## config.mk

```make
export PLATFORM = sky130hd
export DESIGN_NAME = acc_decoder
export DESIGN_NICKNAME = d
export VERILOG_FILES = /design/src/rtl/accdec_pkg.sv /design/src/rtl/accdec_ctrl.sv /design/src/rtl/accdec_addr.sv /design/src/rtl/accdec_xreg.sv /design/src/rtl/acc_decoder.sv
export SDC_FILE = /design/constraint.sdc
export NUM_CORES = 1
export LEC_CHECK = 0
export BUFFER_PORTS_ARGS = -buffer_cell sky130_fd_sc_hd__buf_4
export CORE_MARGIN = 2
export CORE_UTILIZATION = 29
export DETAILED_ROUTE_END_ITERATION = 12
export GPL_ROUTABILITY_DRIVEN = 0
export PLACE_DENSITY = 0.66
export REMOVE_ABC_BUFFERS = 1
export SYNTH_ARGS = -nofsm -noshare
export SYNTH_HDL_FRONTEND = slang
export SYNTH_SLANG_ARGS = --single-unit
```

## constraint.sdc

```tcl
create_clock -name clk -period 1.6 [get_ports clk]
set_input_delay 0.08 -clock clk [delete_from_list [all_inputs] [get_ports clk]]
set_output_delay 0.08 -clock clk [all_outputs]
set_load 0.01 [all_outputs]
```

## src/rtl/accdec_pkg.sv

```systemverilog
package accdec_pkg;

    localparam int unsigned INSTR_W  = 8;
    localparam int unsigned OP_W     = 3;
    localparam int unsigned DST_W    = 2;
    localparam int unsigned MODE_W   = 3;
    localparam int unsigned MODE_LSB = 0;
    localparam int unsigned DST_LSB  = MODE_LSB + MODE_W;
    localparam int unsigned OP_LSB   = DST_LSB + DST_W;
    localparam int unsigned NUM_DST  = 1 << DST_W;

    typedef enum logic [OP_W-1:0] {
        OP_LD  = 3'd0,
        OP_ADD = 3'd1,
        OP_SUB = 3'd2,
        OP_AND = 3'd3,
        OP_OR  = 3'd4,
        OP_XOR = 3'd5,
        OP_ST  = 3'd6,
        OP_BR  = 3'd7
    } op_e;

    typedef enum logic [DST_W-1:0] {
        DST_A   = 2'd0,
        DST_X   = 2'd1,
        DST_Y   = 2'd2,
        DST_OUT = 2'd3
    } dst_e;

    typedef enum logic [1:0] {
        SRC_A   = 2'd0,
        SRC_D   = 2'd1,
        SRC_IN  = 2'd2,
        SRC_RAM = 2'd3
    } src_e;

    typedef enum logic [2:0] {
        ALU_LD   = 3'd0,
        ALU_ADD  = 3'd1,
        ALU_SUB  = 3'd2,
        ALU_AND  = 3'd3,
        ALU_OR   = 3'd4,
        ALU_XOR  = 3'd5,
        ALU_PASS = 3'd6
    } alu_e;

    typedef enum logic [1:0] {
        HI_ZERO = 2'd0,
        HI_Y    = 2'd1,
        HI_X    = 2'd2
    } hi_sel_e;

    typedef struct packed {
        src_e src;
        logic ram_we;
        logic we_a;
        logic we_x;
        logic we_y;
        logic we_out;
        alu_e alu;
        logic branch;
        logic x_inc;
    } ctrl_t;

endpackage

```

## src/rtl/accdec_ctrl.sv

```systemverilog
module accdec_ctrl
    import accdec_pkg::*;
(
    input  op_e                op_i,
    input  dst_e               dst_i,
    input  logic [MODE_W-1:0]  mode_i,
    output ctrl_t              ctrl_o
);

    src_e               reg_src;
    logic               inc_mode;
    logic [NUM_DST-1:0] dst_hot;
    logic               is_st;
    logic               is_br;

    assign is_st    = (op_i == OP_ST);
    assign is_br    = (op_i == OP_BR);
    assign inc_mode = mode_i[2] & ~mode_i[0];

    // one-hot destination decode, one bit per destination register
    for (genvar g = 0; g < NUM_DST; g++) begin : g_dst
        assign dst_hot[g] = (dst_i == dst_e'(g));
    end

    // register source picked by the two low mode bits
    always_comb begin
        unique case (mode_i[1:0])
            2'd0:    reg_src = SRC_A;
            2'd1:    reg_src = SRC_IN;
            2'd2:    reg_src = SRC_D;
            default: reg_src = SRC_A;
        endcase
    end

    always_comb begin
        ctrl_o      = '0;
        ctrl_o.src  = SRC_RAM;
        ctrl_o.alu  = ALU_PASS;
        if (is_st) begin
            ctrl_o.src    = reg_src;
            ctrl_o.ram_we = 1'b1;
            ctrl_o.we_x   = dst_hot[DST_X];
            ctrl_o.we_y   = dst_hot[DST_Y];
            ctrl_o.x_inc  = dst_hot[DST_OUT] & inc_mode;
        end else if (is_br) begin
            ctrl_o.branch = 1'b1;
            ctrl_o.src    = mode_i[1] ? reg_src : SRC_RAM;
        end else begin
            ctrl_o.alu    = alu_e'(op_i);
            if (mode_i == 3'd2)      ctrl_o.src = SRC_D;
            else if (mode_i == 3'd3) ctrl_o.src = SRC_A;
            else                     ctrl_o.src = SRC_RAM;
            ctrl_o.we_a   = dst_hot[DST_A];
            ctrl_o.we_x   = dst_hot[DST_X];
            ctrl_o.we_y   = dst_hot[DST_Y];
            ctrl_o.we_out = dst_hot[DST_OUT];
            ctrl_o.x_inc  = dst_hot[DST_OUT] & inc_mode;
        end
    end

endmodule

```

## src/rtl/accdec_addr.sv

```systemverilog
module accdec_addr
    import accdec_pkg::*;
#(
    parameter int unsigned DW = 8
) (
    input  logic [MODE_W-1:0] mode_i,
    input  logic              branch_i,
    input  logic              dst_out_i,
    input  logic [DW-1:0]     x_i,
    input  logic [DW-1:0]     y_i,
    input  logic [DW-1:0]     d_i,
    output logic [DW-1:0]     hi_o,
    output logic [DW-1:0]     lo_o
);

    hi_sel_e hi_sel;

    always_comb begin
        if (branch_i || !mode_i[2])
            hi_sel = HI_ZERO;
        else if ((mode_i == 3'd7) && !dst_out_i)
            hi_sel = HI_X;
        else
            hi_sel = HI_Y;
    end

    always_comb begin
        unique case (hi_sel)
            HI_Y:    hi_o = y_i;
            HI_X:    hi_o = x_i;
            default: hi_o = '0;
        endcase
    end

    assign lo_o = mode_i[0] ? d_i : x_i;

endmodule

```

## src/rtl/accdec_xreg.sv

```systemverilog
module accdec_xreg #(
    parameter int unsigned DW = 8
) (
    input  logic          clk,
    input  logic          rst_n,
    input  logic          inc_i,
    input  logic          load_i,
    input  logic [DW-1:0] load_val_i,
    output logic [DW-1:0] x_o
);

    typedef struct packed {
        logic [DW-1:0] x;
    } xst_t;

    xst_t st_d;
    xst_t st_q;

    always_comb begin
        st_d = st_q;
        if (inc_i)
            st_d.x = st_q.x + 1'b1;
        else if (load_i)
            st_d.x = load_val_i;
    end

    always_ff @(posedge clk) begin
        if (!rst_n) st_q <= '0;
        else        st_q <= st_d;
    end

    assign x_o = st_q.x;

    AST_X_INC_WRAP: assert property (@(posedge clk) disable iff (!rst_n)
        inc_i |=> (st_q.x == DW'($past(st_q.x) + 1'b1)));
    AST_X_LOAD: assert property (@(posedge clk) disable iff (!rst_n)
        (load_i && !inc_i) |=> (st_q.x == $past(load_val_i)));
    AST_X_HOLD: assert property (@(posedge clk) disable iff (!rst_n)
        (!load_i && !inc_i) |=> $stable(st_q.x));

endmodule

```

## src/rtl/acc_decoder.sv

```systemverilog
module acc_decoder
    import accdec_pkg::*;
#(
    parameter int unsigned DW = 8
) (
    input  logic              clk,
    input  logic              rst_n,
    input  logic [INSTR_W-1:0] instr_i,
    input  logic [DW-1:0]     bus_i,
    input  logic [DW-1:0]     y_i,
    input  logic [DW-1:0]     d_i,
    output logic [1:0]        src_sel_o,
    output logic [2*DW-1:0]   addr_o,
    output logic              ram_we_o,
    output logic              we_a_o,
    output logic              we_x_o,
    output logic              we_y_o,
    output logic              we_out_o,
    output logic [2:0]        alu_op_o,
    output logic              branch_o,
    output logic              x_inc_o,
    output logic [DW-1:0]     x_o
);

    op_e               op;
    dst_e              dst;
    logic [MODE_W-1:0] mode;
    ctrl_t             ctrl;
    logic [DW-1:0]     x_q;
    logic [DW-1:0]     addr_hi;
    logic [DW-1:0]     addr_lo;

    assign op   = op_e'(instr_i[OP_LSB +: OP_W]);
    assign dst  = dst_e'(instr_i[DST_LSB +: DST_W]);
    assign mode = instr_i[MODE_LSB +: MODE_W];

    accdec_ctrl u_ctrl (
        .op_i   (op),
        .dst_i  (dst),
        .mode_i (mode),
        .ctrl_o (ctrl)
    );

    accdec_addr #(.DW(DW)) u_addr (
        .mode_i    (mode),
        .branch_i  (ctrl.branch),
        .dst_out_i (dst == DST_OUT),
        .x_i       (x_q),
        .y_i       (y_i),
        .d_i       (d_i),
        .hi_o      (addr_hi),
        .lo_o      (addr_lo)
    );

    accdec_xreg #(.DW(DW)) u_xreg (
        .clk        (clk),
        .rst_n      (rst_n),
        .inc_i      (ctrl.x_inc),
        .load_i     (ctrl.we_x),
        .load_val_i (bus_i),
        .x_o        (x_q)
    );

    assign src_sel_o = ctrl.src;
    assign addr_o    = {addr_hi, addr_lo};
    assign ram_we_o  = ctrl.ram_we;
    assign we_a_o    = ctrl.we_a;
    assign we_x_o    = ctrl.we_x;
    assign we_y_o    = ctrl.we_y;
    assign we_out_o  = ctrl.we_out;
    assign alu_op_o  = ctrl.alu;
    assign branch_o  = ctrl.branch;
    assign x_inc_o   = ctrl.x_inc;
    assign x_o       = x_q;

    AST_BR_NO_WRITE: assert property (@(posedge clk) disable iff (!rst_n)
        branch_o |-> !(we_a_o || we_x_o || we_y_o || we_out_o));
    AST_BR_HI_ZERO: assert property (@(posedge clk) disable iff (!rst_n)
        branch_o |-> (addr_o[2*DW-1:DW] == '0));
    AST_ST_NO_REG: assert property (@(posedge clk) disable iff (!rst_n)
        ram_we_o |-> !(we_a_o || we_out_o));
    AST_ONE_DEST: assert property (@(posedge clk) disable iff (!rst_n)
        $countones({we_a_o, we_x_o, we_y_o, we_out_o}) <= 1);
    AST_NO_IN_ALU: assert property (@(posedge clk) disable iff (!rst_n)
        (!ram_we_o && !branch_o) |-> (src_sel_o != SRC_IN));
    AST_INC_NOT_LOAD: assert property (@(posedge clk) disable iff (!rst_n)
        !(x_inc_o && we_x_o));

endmodule

```

* Yosys cells after proc, flatten, opt, wreduce, memory -nomap -nowiden
Index checks and enable logic that the tools add are counted.
** Word-level totals
- Bits in registers :: 8
- Bits of input ports :: 34
- Output and inout port bits :: 36
- Logic and storage cells :: 43
** Cells by class
- $add $sub $neg :: 1
- Eq/ne operators :: 12
- Multiplexer cells :: 20
- Bitwise gates (word level) :: 3
- Reduce and logical (&&, ||, !) cells :: 6
** Operators by type and width (count)
- 2-to-1 mux 8 bit :: 3
- 2-to-1 mux 2 bit :: 8
- case mux 8 bit (2 select lines) :: 1
- == test 3 bit, second input constant :: 3
- adder 8 x 1 -> 8 bit, second input constant :: 1
- == test 2 bit, second input constant :: 4
- 2-to-1 mux 7 bit :: 1
- == test 2 x 1 -> 1 bit, second input constant :: 3
- == test 3 x 2 -> 1 bit, second input constant :: 2
- 2-to-1 mux 1 bit :: 5
- 2-to-1 mux 5 bit :: 1
- case mux 2 bit (2 select lines) :: 1
- AND 1 bit :: 2
- logical NOT 1 bit :: 2
- logical NOT 2 bit :: 1
- nonzero test 2 bit :: 1
- logical AND 1 bit :: 1
- logical OR 1 bit :: 1
- NOT 1 bit :: 1

* Depth between registers and ports, before layout
- Word-level depth :: 7
- Mapped depth :: 5
- Depth with buffers taken out :: 5

* Modules after synthesis
Synthesis repeated with hierarchy kept, for this count alone.
** Unflattened totals
- Cell total of the unflattened synthesis :: 105
- Area total of the unflattened synthesis :: 907.1 um^2
** Modules (own cells, without submodules)
- accdec_xreg :: times used 1, cells an instance 48, area an instance 432.9 um^2, sequential area each 160.2 um^2
- accdec_addr :: times used 1, cells an instance 38, area an instance 335.3 um^2, sequential area each 0.0 um^2
- accdec_ctrl :: times used 1, cells an instance 18, area an instance 132.6 um^2, sequential area each 0.0 um^2
- acc_decoder :: times used 1, cells an instance 1, area an instance 6.3 um^2, sequential area each 0.0 um^2

* Least setup slack after synthesis
OpenSTA, ideal clock, no wires.
- Kind :: register to register
- Start point :: reg u_xreg.st_q, in the netlist u_xreg.x_o[0]
- End point :: reg u_xreg.st_q, in the netlist u_xreg.x_o[6]
- Setup time :: 0.074 ns
- Arrival time :: 1.479 ns
- Data required time :: 1.526 ns
- Slack :: 0.046 ns
- Stages on the path, launching flop included :: 6
- Buffers on the path :: 0
- Period minus slack after synthesis :: 1.554 ns
- Cells stage by stage :: dfxtp_1 -> ha_1 -> nand2_1 -> or3_1 -> or3_1 -> a31oi_1
** Between the ends
- Longest elaborated chain between the ends :: 2
** RTL lines
- start: declaration :: RTL line accdec_xreg.sv:17 : xst_t st_q;
- start signal: assignment :: RTL line accdec_xreg.sv:29 : else st_q <= st_d;
- adder 8 x 1 -> 8 bit :: RTL line accdec_xreg.sv:22 : st_d.x = st_q.x + 1'b1;
- 2-to-1 mux 8 bit :: RTL line accdec_xreg.sv:21 : if (inc_i)
Every way passes these cells.
A chain may end at the register's enable or synchronous reset.

* Worst setup path in the final report
Ends and elaborated chain as after synthesis.

==> flow_summary.toml <==
[global_route]
track_usage_pct = 18.3
grt_max_degree = 11
grt_pass1_wl_um = 3950
grt_pass1_vias = 896
gr-total-overflow = 0
antenna_found_initial = 0

[run]
maxCapViolations = 0

[synth]
synth_top_area_share_pct = 22.0
synthTopCellsByArea = "dfxtp_1 (22%), mux2i_1 (11%), mux2_2 (11%)"
avgSynthCellArea_um2 = 7.49
synth_cell_type_count = 33
synth_cells = 97
yosysTopAreaCell = "dfxtp_1"
synth-seq-cells = 8
synth_area_um2 = 727
synth_ff_type = "dfxtp_1"
yosys_warnings = 0
async_reset_ff_share_pct = 0
synth_edf_count = 0
ys_seq_area_share_pct = 22.0

[worst_hold_path]
min-delay-path-class = "input port to flip-flop"
min_from = "bus_i[0]"

[timing]
grt_setup_unrepaired = "false"
max_slew.worst_pin.slew_ps = 349
setup-violations-final = 0
min_period_ps = 1470
fin_crit_sh_pct = 92.0
timing.final.hold_violations = 0
drv_slew = 0
clock_skew_ps = 10.0
slew-limit-headroom_pct = 76.5
max_freq_ghz = 0.679
fin_tns_setup_ps = 0

[clock_network]
cts_setup_buffers = 0
h-tree-depth = 1
cts_buffers = 3
cts.clk_slew.worst_paths_ps = 60
clockBufferDepth = 2
cts_resized = 0
cts_tree = "done"
cts-root-buf = "clkbuf_4"
clock_latency_ps = 270
cts_sinks = 8
postCtsHoldBufs = 0

[place]
io_buffers = 69
dp_hpwl_um = 2190

[routing]
vias = 1045
dr.pass1.iters = 4
antenna_left = 0
routedWlPerCell_um = 13.5
vias_per_cell = 5.20
drc = 0
totalWireLength_um = 2720
drt_iter0_drc = 15

[setup_path]
crit_arrival_ps = 1670
critPathKind = "flip-flop to flip-flop"
end_kind = "flip-flop"
startpoint = "u_xreg.x_o[0]$_SDFFE_PN0P_"
crit_path_max_fanout = 2
required_ps = 1800
r2r_start = "u_xreg.x_o[0]$_SDFFE_PN0P_"
start_kind = "flip-flop"

[die]
num_rows = 18
coreArea_um2 = 2430
die_area_um2 = 2920
pin_count = 70
start_util_pct = 29.9
die_w_um = 54.1
die_h_um = 54.1

[finish]
final_cell_mix = "buf_4 (75), nand2_1 (10), nor2_1 (10), mux2i_1 (8), dfxtp_1 (8)"
final_common_cell = "buf_4"
final_nets = 208
area_growth_pct = 83.5
antenna_cells = 0
largest_reg_flops = 8
drive_gt1_share_pct = 52.0

[run_status]
status = "finished clean"

[power]
vdd_ir_drop_max_v = 0.000470
p_per_area_nw_per_um2 = 520
p_leak_nw = 0.660
power.total_mw = 0.694
## logic make-up after synthesis
| group | Yosys count | synth area share [%] |
|---|---|---|
| buffers and inverters | 10 | 5.33 |
| adder cells (fa/ha/maj) | 1 | 1.72 |
| AND/OR/NAND/NOR | 38 | 26.7 |
| flip-flops | 8 | 22.0 |
| multiplexers | 15 | 21.9 |
| AO/OA/AOI/OAI | 25 | 22.4 |
## per-stage QoR
stage | setup slack (ps) | util, % | instances | cell area, um^2 | hold slack [ps]
after floorplan | 46.4 | - | 93 | 711 | 160
after global placement | 171 | 53.9 | 198 | 1310 | 357
after detailed placement | 145 | 53.9 | 198 | 1310 | 361
after CTS | 128 | 54.8 | 201 | 1330 | 86.4
after global routing | 46.7 | 54.8 | 201 | 1330 | 105
final | 128 | 54.8 | 201 | 1330 | 78.1
## final timing paths
check                                                  end  slack (ps)  cells after the start
worst min register to register  u_xreg.x_o[7]$_SDFFE_PN0P_         580                      2
worst max-delay path            u_xreg.x_o[6]$_SDFFE_PN0P_         130                      5
worst min-delay path            u_xreg.x_o[0]$_SDFFE_PN0P_          80                      3
worst max register to register  u_xreg.x_o[6]$_SDFFE_PN0P_         130                      5
## power by group
| part | internal, mW | total, mW | switching, mW | leakage, nW |
|---|---|---|---|---|
| combinational | 0.173 | 0.308 | 0.134 | 0.580 |
| sequential | 0.210 | 0.222 | 0.0118 | 0.0655 |
| clock | 0.0864 | 0.164 | 0.0775 | 0.0138 |
## final cells by class
class | instances | area (um^2)
Fill cell | 228 | 1100
Timing Repair Buffer | 75 | 563
Multi-Input combinational cell | 79 | 528
Sequential cell | 8 | 160
Tap cell | 30 | 37.5
Clock buffer | 3 | 22.5
Inverter | 6 | 22.5
## cells in the mapped netlist, types with 2 or more instances
cell        n
nand3_1     3
a2bb2oi_1   2
and2_1      2
dfxtp_1     8
clkbuf_1    2
a31oi_1     2
mux2_2      7
o211ai_1    2
nand2_1    10
or3_1       3
nor2_1     10
mux2i_1     8
a21oi_1     6
and3_1      2
inv_1       3
o21ai_0     5
a211oi_1    3
nor3_1      2
inv_2       3
## routing by layer
| metal | up-vias | routed length (um) | track usage [%] |
|---|---|---|---|
| met4 | 0 | 33 | 6.25 |
| met5 | - | 0 | 0 |
| li1 | 517 | - | - |
| met3 | 6 | 302 | 3.89 |
| met1 | 473 | 1170 | 23.0 |
| met2 | 49 | 1210 | 30.9 |
## worst max-delay path: stages, from the launching register on
cell and delay (ps):
dfxtp_1 340, ha_1 170, nand2_1 60, or3_1 330
or3_1 350, a31oi_1 150
Note: power is estimated with default switching activity, not from simulation.
